[src/rtl/wbreg_pkg.sv]
package wbreg_pkg;
  localparam int unsigned REG_W    = 8;
  localparam int unsigned NUM_REGS = 8;
  localparam int unsigned OFS_W    = $clog2(NUM_REGS);
  localparam int unsigned DIV_BIT  = 7;

  typedef enum logic [OFS_W-1:0] {
    OFS_DATA = 3'd0,
    OFS_IER  = 3'd1,
    OFS_IDFC = 3'd2,
    OFS_LCR  = 3'd3,
    OFS_MCR  = 3'd4,
    OFS_LSR  = 3'd5,
    OFS_MSR  = 3'd6,
    OFS_SCR  = 3'd7
  } ofs_e;

  typedef struct packed {
    logic [REG_W-1:0] thr;
    logic [REG_W-1:0] ier;
    logic [REG_W-1:0] fcr;
    logic [REG_W-1:0] lcr;
    logic [REG_W-1:0] mcr;
    logic [REG_W-1:0] scr;
    logic [REG_W-1:0] dll;
    logic [REG_W-1:0] dlm;
  } bank_t;
endpackage

[src/rtl/wbreg_rst_sync.sv]
module wbreg_rst_sync #(
  parameter int unsigned STAGES = 2
) (
  input  logic clk,
  input  logic rst_n_async,
  output logic rst_n_sync
);
  logic [STAGES-1:0] sync_q;
  logic [STAGES-1:0] sync_d;

  always_comb sync_d = {sync_q[STAGES-2:0], 1'b1};

  always_ff @(posedge clk or negedge rst_n_async) begin
    if (!rst_n_async) sync_q <= '0;
    else              sync_q <= sync_d;
  end

  assign rst_n_sync = sync_q[STAGES-1];
endmodule

[src/rtl/wbreg_wb_if.sv]
module wbreg_wb_if
  import wbreg_pkg::*;
#(
  parameter int unsigned DATA_W = 32,
  localparam int unsigned LANES  = DATA_W / 8,
  localparam int unsigned LANE_SH = $clog2(LANES),
  localparam int unsigned ADDR_W = LANE_SH + OFS_W
) (
  input  logic              clk,
  input  logic              rst_n,
  input  logic              cyc_i,
  input  logic              stb_i,
  input  logic              we_i,
  input  logic [ADDR_W-1:0] adr_i,
  input  logic [LANES-1:0]  sel_i,
  output logic              ack_o,
  output ofs_e              ofs_o,
  output logic              wr_en_o,
  output logic              rd_en_o
);
  logic             ack_q;
  logic             ack_d;
  logic             req;
  logic [LANES-1:0] lane_we;

  assign req = cyc_i & stb_i & ~ack_q;

  for (genvar l = 0; l < LANES; l++) begin : g_lane
    assign lane_we[l] = req & we_i & sel_i[l];
  end

  assign wr_en_o = lane_we[0];
  assign rd_en_o = req & ~we_i;
  assign ofs_o   = ofs_e'(adr_i[LANE_SH +: OFS_W]);

  wire unused_wbif = ^{lane_we, adr_i[LANE_SH-1:0]};

  always_comb ack_d = req;

  always_ff @(posedge clk or negedge rst_n) begin
    if (!rst_n) ack_q <= 1'b0;
    else        ack_q <= ack_d;
  end

  assign ack_o = ack_q;

  assert_ack_follows_req_R1: assert property (@(posedge clk) disable iff (!rst_n)
    (cyc_i && stb_i && !ack_o) |=> ack_o);
  assert_ack_single_R1: assert property (@(posedge clk) disable iff (!rst_n)
    ack_o |=> !ack_o);
  assert_ack_needs_req_R1: assert property (@(posedge clk) disable iff (!rst_n)
    !(cyc_i && stb_i) |=> !ack_o);
endmodule

[src/rtl/wbreg_bank.sv]
module wbreg_bank
  import wbreg_pkg::*;
(
  input  logic             clk,
  input  logic             rst_n,
  input  logic             wr_en_i,
  input  logic             rd_en_i,
  input  ofs_e             ofs_i,
  input  logic [REG_W-1:0] wdata_i,
  input  logic [REG_W-1:0] rx_data_i,
  input  logic [REG_W-1:0] iid_i,
  input  logic [REG_W-1:0] lsr_i,
  input  logic [REG_W-1:0] msr_i,
  output logic [REG_W-1:0] rdata_o,
  output logic             tx_load_o,
  output logic [REG_W-1:0] tx_data_o,
  output logic             rx_read_o,
  output logic [REG_W-1:0] ier_o,
  output logic [REG_W-1:0] fcr_o,
  output logic [REG_W-1:0] lcr_o,
  output logic [REG_W-1:0] mcr_o,
  output logic [REG_W-1:0] div_lo_o,
  output logic [REG_W-1:0] div_hi_o
);
  bank_t bank_q;
  bank_t bank_d;
  logic  div_mode;
  logic  en_thr, en_ier, en_fcr, en_lcr, en_mcr, en_scr, en_dll, en_dlm;
  logic  tx_load_q, tx_load_d;
  logic  rx_read_q, rx_read_d;

  assign div_mode = bank_q.lcr[DIV_BIT];

  always_comb begin
    en_thr = wr_en_i && (ofs_i == OFS_DATA) && !div_mode;
    en_dll = wr_en_i && (ofs_i == OFS_DATA) &&  div_mode;
    en_ier = wr_en_i && (ofs_i == OFS_IER)  && !div_mode;
    en_dlm = wr_en_i && (ofs_i == OFS_IER)  &&  div_mode;
    en_fcr = wr_en_i && (ofs_i == OFS_IDFC);
    en_lcr = wr_en_i && (ofs_i == OFS_LCR);
    en_mcr = wr_en_i && (ofs_i == OFS_MCR);
    en_scr = wr_en_i && (ofs_i == OFS_SCR);
  end

  always_comb begin
    bank_d = bank_q;
    if (en_thr) bank_d.thr = wdata_i;
    if (en_ier) bank_d.ier = wdata_i;
    if (en_fcr) bank_d.fcr = wdata_i;
    if (en_lcr) bank_d.lcr = wdata_i;
    if (en_mcr) bank_d.mcr = wdata_i;
    if (en_scr) bank_d.scr = wdata_i;
    if (en_dll) bank_d.dll = wdata_i;
    if (en_dlm) bank_d.dlm = wdata_i;
    tx_load_d = en_thr;
    rx_read_d = rd_en_i && (ofs_i == OFS_DATA) && !div_mode;
  end

  always_ff @(posedge clk or negedge rst_n) begin
    if (!rst_n) begin
      bank_q    <= '0;
      tx_load_q <= 1'b0;
      rx_read_q <= 1'b0;
    end else begin
      bank_q    <= bank_d;
      tx_load_q <= tx_load_d;
      rx_read_q <= rx_read_d;
    end
  end

  always_comb begin
    unique case (ofs_i)
      OFS_DATA: rdata_o = div_mode ? bank_q.dll : rx_data_i;
      OFS_IER:  rdata_o = div_mode ? bank_q.dlm : bank_q.ier;
      OFS_IDFC: rdata_o = iid_i;
      OFS_LCR:  rdata_o = bank_q.lcr;
      OFS_MCR:  rdata_o = bank_q.mcr;
      OFS_LSR:  rdata_o = lsr_i;
      OFS_MSR:  rdata_o = msr_i;
      OFS_SCR:  rdata_o = bank_q.scr;
      default:  rdata_o = '0;
    endcase
  end

  assign tx_load_o = tx_load_q;
  assign rx_read_o = rx_read_q;
  assign tx_data_o = bank_q.thr;
  assign ier_o     = bank_q.ier;
  assign fcr_o     = bank_q.fcr;
  assign lcr_o     = bank_q.lcr;
  assign mcr_o     = bank_q.mcr;
  assign div_lo_o  = bank_q.dll;
  assign div_hi_o  = bank_q.dlm;

  assert_hold_without_write_R3: assert property (@(posedge clk) disable iff (!rst_n)
    !wr_en_i |=> $stable(bank_q));
  assert_status_readonly_R8: assert property (@(posedge clk) disable iff (!rst_n)
    (wr_en_i && (ofs_i == OFS_LSR || ofs_i == OFS_MSR)) |=> $stable(bank_q));
  assert_tx_pulse_single_R5: assert property (@(posedge clk) disable iff (!rst_n)
    tx_load_o |=> !tx_load_o);
  assert_rx_pulse_single_R6: assert property (@(posedge clk) disable iff (!rst_n)
    rx_read_o |=> !rx_read_o);
  assert_div_no_pulse_R9: assert property (@(posedge clk) disable iff (!rst_n)
    div_mode |=> !(tx_load_o || rx_read_o));
endmodule

[src/rtl/wbreg_bridge.sv]
module wbreg_bridge
  import wbreg_pkg::*;
#(
  parameter int unsigned DATA_W = 32,
  localparam int unsigned LANES  = DATA_W / 8,
  localparam int unsigned ADDR_W = $clog2(LANES) + OFS_W
) (
  input  logic              clk,
  input  logic              rst_n,
  input  logic              cyc_i,
  input  logic              stb_i,
  input  logic              we_i,
  input  logic [ADDR_W-1:0] adr_i,
  input  logic [LANES-1:0]  sel_i,
  input  logic [DATA_W-1:0] dat_i,
  output logic [DATA_W-1:0] dat_o,
  output logic              ack_o,
  input  logic [REG_W-1:0]  rx_data_i,
  input  logic [REG_W-1:0]  iid_i,
  input  logic [REG_W-1:0]  lsr_i,
  input  logic [REG_W-1:0]  msr_i,
  output logic              tx_load_o,
  output logic [REG_W-1:0]  tx_data_o,
  output logic              rx_read_o,
  output logic [REG_W-1:0]  ier_o,
  output logic [REG_W-1:0]  fcr_o,
  output logic [REG_W-1:0]  lcr_o,
  output logic [REG_W-1:0]  mcr_o,
  output logic [REG_W-1:0]  div_lo_o,
  output logic [REG_W-1:0]  div_hi_o
);
  logic             rst_n_sync;
  ofs_e             ofs;
  logic             wr_en;
  logic             rd_en;
  logic [REG_W-1:0] rdata;

  wbreg_rst_sync #(.STAGES(2)) u_rst_sync (
    .clk         (clk),
    .rst_n_async (rst_n),
    .rst_n_sync  (rst_n_sync)
  );

  wbreg_wb_if #(.DATA_W(DATA_W)) u_wb_if (
    .clk     (clk),
    .rst_n   (rst_n_sync),
    .cyc_i   (cyc_i),
    .stb_i   (stb_i),
    .we_i    (we_i),
    .adr_i   (adr_i),
    .sel_i   (sel_i),
    .ack_o   (ack_o),
    .ofs_o   (ofs),
    .wr_en_o (wr_en),
    .rd_en_o (rd_en)
  );

  wbreg_bank u_bank (
    .clk       (clk),
    .rst_n     (rst_n_sync),
    .wr_en_i   (wr_en),
    .rd_en_i   (rd_en),
    .ofs_i     (ofs),
    .wdata_i   (dat_i[REG_W-1:0]),
    .rx_data_i (rx_data_i),
    .iid_i     (iid_i),
    .lsr_i     (lsr_i),
    .msr_i     (msr_i),
    .rdata_o   (rdata),
    .tx_load_o (tx_load_o),
    .tx_data_o (tx_data_o),
    .rx_read_o (rx_read_o),
    .ier_o     (ier_o),
    .fcr_o     (fcr_o),
    .lcr_o     (lcr_o),
    .mcr_o     (mcr_o),
    .div_lo_o  (div_lo_o),
    .div_hi_o  (div_hi_o)
  );

  assign dat_o = {{(DATA_W-REG_W){1'b0}}, rdata};

  wire unused_top = ^dat_i[DATA_W-1:REG_W];

  assert_pulse_with_ack_R5: assert property (@(posedge clk) disable iff (!rst_n_sync)
    (tx_load_o || rx_read_o) |-> ack_o);
  assert_pulses_exclusive_R6: assert property (@(posedge clk) disable iff (!rst_n_sync)
    !(tx_load_o && rx_read_o));
  assert_ack_quiet_in_reset_R10: assert property (@(posedge clk)
    !rst_n_sync |-> !ack_o);
endmodule

[config.mk]
export PLATFORM = sky130hd
export DESIGN_NAME = wbreg_bridge
export DESIGN_NICKNAME = d
export VERILOG_FILES = /design/src/rtl/wbreg_pkg.sv /design/src/rtl/wbreg_rst_sync.sv /design/src/rtl/wbreg_wb_if.sv /design/src/rtl/wbreg_bank.sv /design/src/rtl/wbreg_bridge.sv
export SDC_FILE = /design/constraint.sdc
export NUM_CORES = 1
export LEC_CHECK = 0
export ABC_AREA = 1
export BUFFER_PORTS_ARGS = -buffer_cell sky130_fd_sc_hd__buf_2
export CORE_ASPECT_RATIO = 0.75
export CORE_UTILIZATION = 44
export DETAILED_ROUTE_END_ITERATION = 8
export PLACE_DENSITY_LB_ADDON = 0.08
export SKIP_CTS_REPAIR_TIMING = 1
export SYNTH_ARGS = -nofsm -noshare
export SYNTH_HDL_FRONTEND = slang
export SYNTH_HIERARCHICAL = 1
export SYNTH_SLANG_ARGS = --single-unit
[constraint.sdc]
create_clock -name clk -period 1.9 [get_ports clk]
set_clock_uncertainty 0.05 [all_clocks]
set_input_delay 0.19 -clock clk [delete_from_list [all_inputs] [get_ports clk]]
set_output_delay 0.19 -clock clk [all_outputs]
set_load 0.01 [all_outputs]
==> out/metrics.cfg <==
[worst_setup_path]
cpPeakStageDelay_ps=420
end_kind=primary output
cp_slowest_cell=dfrtp_2
cp.arrival_ps=1580
worstPathMaxFanout=9
crit_type=flip-flop to primary output
cp.required_ps=1660
startpoint_type=flip-flop
cp_cell_sequence=buf_4 -> clkinvlp_4 -> o21ai_0 -> nand2_1 -> nand3_1 -> buf_2

[finish]
multi_input_area_um2=1530
nNetsFinal=664
syn2layout_area_growth_pct=14.1
register_area_um2=1730
diodes=0
drive_above_1_share_pct=29.1
fillCellCount=886

[power]
p_comb_share_pct=17.1
swShare_pct=28.0
seqPwrFrac_pct=40.7
netSwitchingPower_mw=1.18
p_leak_nw=2.57
clkPwrFrac_pct=42.2
irDropWorstVdd_uv=462
power.internal_mw=3.04
power.density_nw_per_um2=909
p_total_mw=4.22

[timing]
fin_tns_setup_ps=0
worst_pin_slew_ps=497
hold_viol=0
slew_viol_final=0
fmax_ghz=0.550
setup_viol=0
relSlewSlack_pct=66.8
rsz0062_at_grt=true
fin_crit_sh_pct=95.8
period_minus_slack_ps=1820

[die]
dieHeight_um=85.3
initial_core_util_pct=46.7
fp.coreArea_um2=8710
io-pin-count=169
row_count=29
die_area_um2=9640
die_x_um=113

[detailed_routing]
ant_nets=0
dr.first_iter.drc_count=266
wl_mm=10.7
post_drt_wl_per_cell_um=15.3
routed_via_density=4.97
firstDrtPassIters=4
drc_errors=0
vias=3474

[grt]
grt.overflow.total=0
grt_use_total_pct=22.5
grt_pass1_vias=3118
grt_pass1_wl_mm=16.2
antenna_found_initial=0
grt_max_degree=50

[yosys]
yosys.area.top_type=dfrtp_1
postSynth.asyncResetShare_pct=100
synth_cell_type_count=20
syn_area_per_cell_um2=7.77
synth_area_um2=4070
synth-edff-count=0
synth_area_leaders=dfrtp_1, buf_4, nand2_1
yosys_warnings=6
synth.ff_latch_count=69
synth_cells=524
yosysTopAreaCellShare_pct=42.4
synthFlopType=dfrtp_1
ys_seq_area_share_pct=42.4

[run_status]
status=finished, final reports clean

[run]
cap_violations=0

[clock_tree]
cts_tree=done
cts_sinks=69
max-clock-path-buffers=2
numCtsBuffers=9
cts_root_buffer=clkbuf_16
clock_latency_ps=330
clk_pin_slew_ps=60
h-tree-depth=3

[worst_hold_path]
holdCritPathClass=primary input to flip-flop

[placement]
place.gp.congestion=0.817
place_hpwl_mm=7.71
io_buffers=115

[cell families after synthesis]
| group | after synthesis | synth area share (%) |
|---|---|---|
| buffers and inverters | 155 | 22.7 |
| other | 2 | 0.185 |
| AOI/OAI and AO/OA | 72 | 8.85 |
| DFF | 69 | 42.4 |
| and+or+nand+nor | 226 | 25.9 |
[registers in the layout (all words and copies together) (netlist names)]
name               flops
u_bank/tx_data_o       8
u_bank/div_hi_o        8
u_bank/mcr_o           8
u_bank/fcr_o           8
u_bank/div_lo_o        8
u_bank/lcr_o           8
u_bank/tx_load_o       1
u_wb_if/ack_o          1
u_bank/bank_q          8
u_bank/ier_o           8
u_rst_sync/sync_q      2
u_bank/rx_read_o       1
[final timing paths]
path                                                 from                              to  slack (ps)  depth (start not counted)
setup / recovery              u_bank/lcr_o[7]$_DFFE_PN0P_                        dat_o[4]          80                          6
hold / removal                                   dat_i[2]  u_bank/div_lo_o[2]$_DFFE_PN0P_          50                          3
setup reg to reg                  u_wb_if/ack_o$_DFF_PN0_     u_bank/mcr_o[6]$_DFFE_PN0P_         240                          6
hold reg to reg            u_rst_sync/sync_q[1]$_DFF_PN0_  u_bank/div_hi_o[7]$_DFFE_PN0P_         160                          0
max in group asynchronous  u_rst_sync/sync_q[1]$_DFF_PN0_   u_bank/bank_q[17]$_DFFE_PN0P_        1020                          1
min in group asynchronous                           rst_n  u_rst_sync/sync_q[0]$_DFF_PN0_         110                          2
[layout by cell type, fill, tap and decap left out]
| master | n |
|---|---|
| clkinvlp_4 | 4 |
| nor2_1 | 39 |
| nor2_2 | 4 |
| clkinv_4 | 1 |
| dfrtp_1 | 67 |
| nand4_2 | 2 |
| nand4_1 | 32 |
| nand2_4 | 1 |
| nor3_4 | 2 |
| dlygate4sd3_1 | 1 |
| o21ai_0 | 72 |
| nor2_4 | 2 |
| buf_12 | 2 |
| clkbuf_1 | 1 |
| bufinv_16 | 2 |
| nand2_1 | 112 |
| dfrtp_2 | 2 |
| conb_1 | 25 |
| buf_4 | 15 |
| nand3_2 | 3 |
| inv_2 | 4 |
| inv_1 | 44 |
| nand3_4 | 1 |
| clkbuf_16 | 9 |
| nand2_2 | 2 |
| nand3_1 | 26 |
| clkinv_2 | 1 |
| buf_2 | 115 |
[per-stage QoR]
| step | worst slack (ps) | cell area (um2) | cells | util, % | hold WS (ps) |
|---|---|---|---|---|---|
| final | 80.4 | 4640 | 699 | 53.3 | 52.9 |
| after global routing | -15.6 | 4640 | 699 | 53.3 | 63.6 |
| after CTS | -151 | 4560 | 693 | 52.3 | -429 |
| after detailed placement | 212 | 4240 | 677 | 48.7 | -71.7 |
| after global placement | 242 | 4240 | 677 | 48.7 | -73.3 |
| after floorplan | 84.1 | 4160 | 547 | - | -156 |
[final cells by class]
class | count | share of cell area, %
flip-flops and latches | 69 | 37.2
multi-input cells | 323 | 32.9
repair buffers | 133 | 15.9
clock buffers | 10 | 4.93
inverters | 49 | 4.04
well taps | 108 | 2.91
clock inverters | 6 | 1.91
repair inverters | 1 | 0.162
[power groups by stage]
stage                     Clock [mW]  Sequential, mW  Combinational (mW)
final                           1.78            1.72               0.720
after global placement             0            1.74               0.679
after CTS                       1.81            1.72               0.694
after detailed placement           0            1.74               0.691
after global routing            1.88            1.74               0.809
after floorplan                    0            1.73               0.585
[Yosys cell counts (3+ instances only)]
library cell	number
nand3_2	3
clkbuf_1	6
nand3_1	26
o21ai_0	72
inv_2	3
nand4_1	32
nand2_1	114
buf_1	4
dfrtp_1	69
buf_4	88
buf_2	8
nor2_1	43
inv_1	45
[worst max-delay path, delay by kind of cell (launching register included)]
kind            cells  cell delay (ps)
compound gates      1              210
buf+inv             3              430
flops               1              420
simple gates        2              200
[metal layers]
| metal | GRT usage [%] | share of wire, % | up-vias |
|---|---|---|---|
| met4 | 6.10 | 1.1 | 0 |
| met2 | 36.0 | 47 | 112 |
| met1 | 30.3 | 45 | 1651 |
| met5 | 0 | 0 | - |
| li1 | - | - | 1702 |
| met3 | 6.14 | 7.5 | 9 |
No activity file was read; power rests on OpenSTA's default activity.
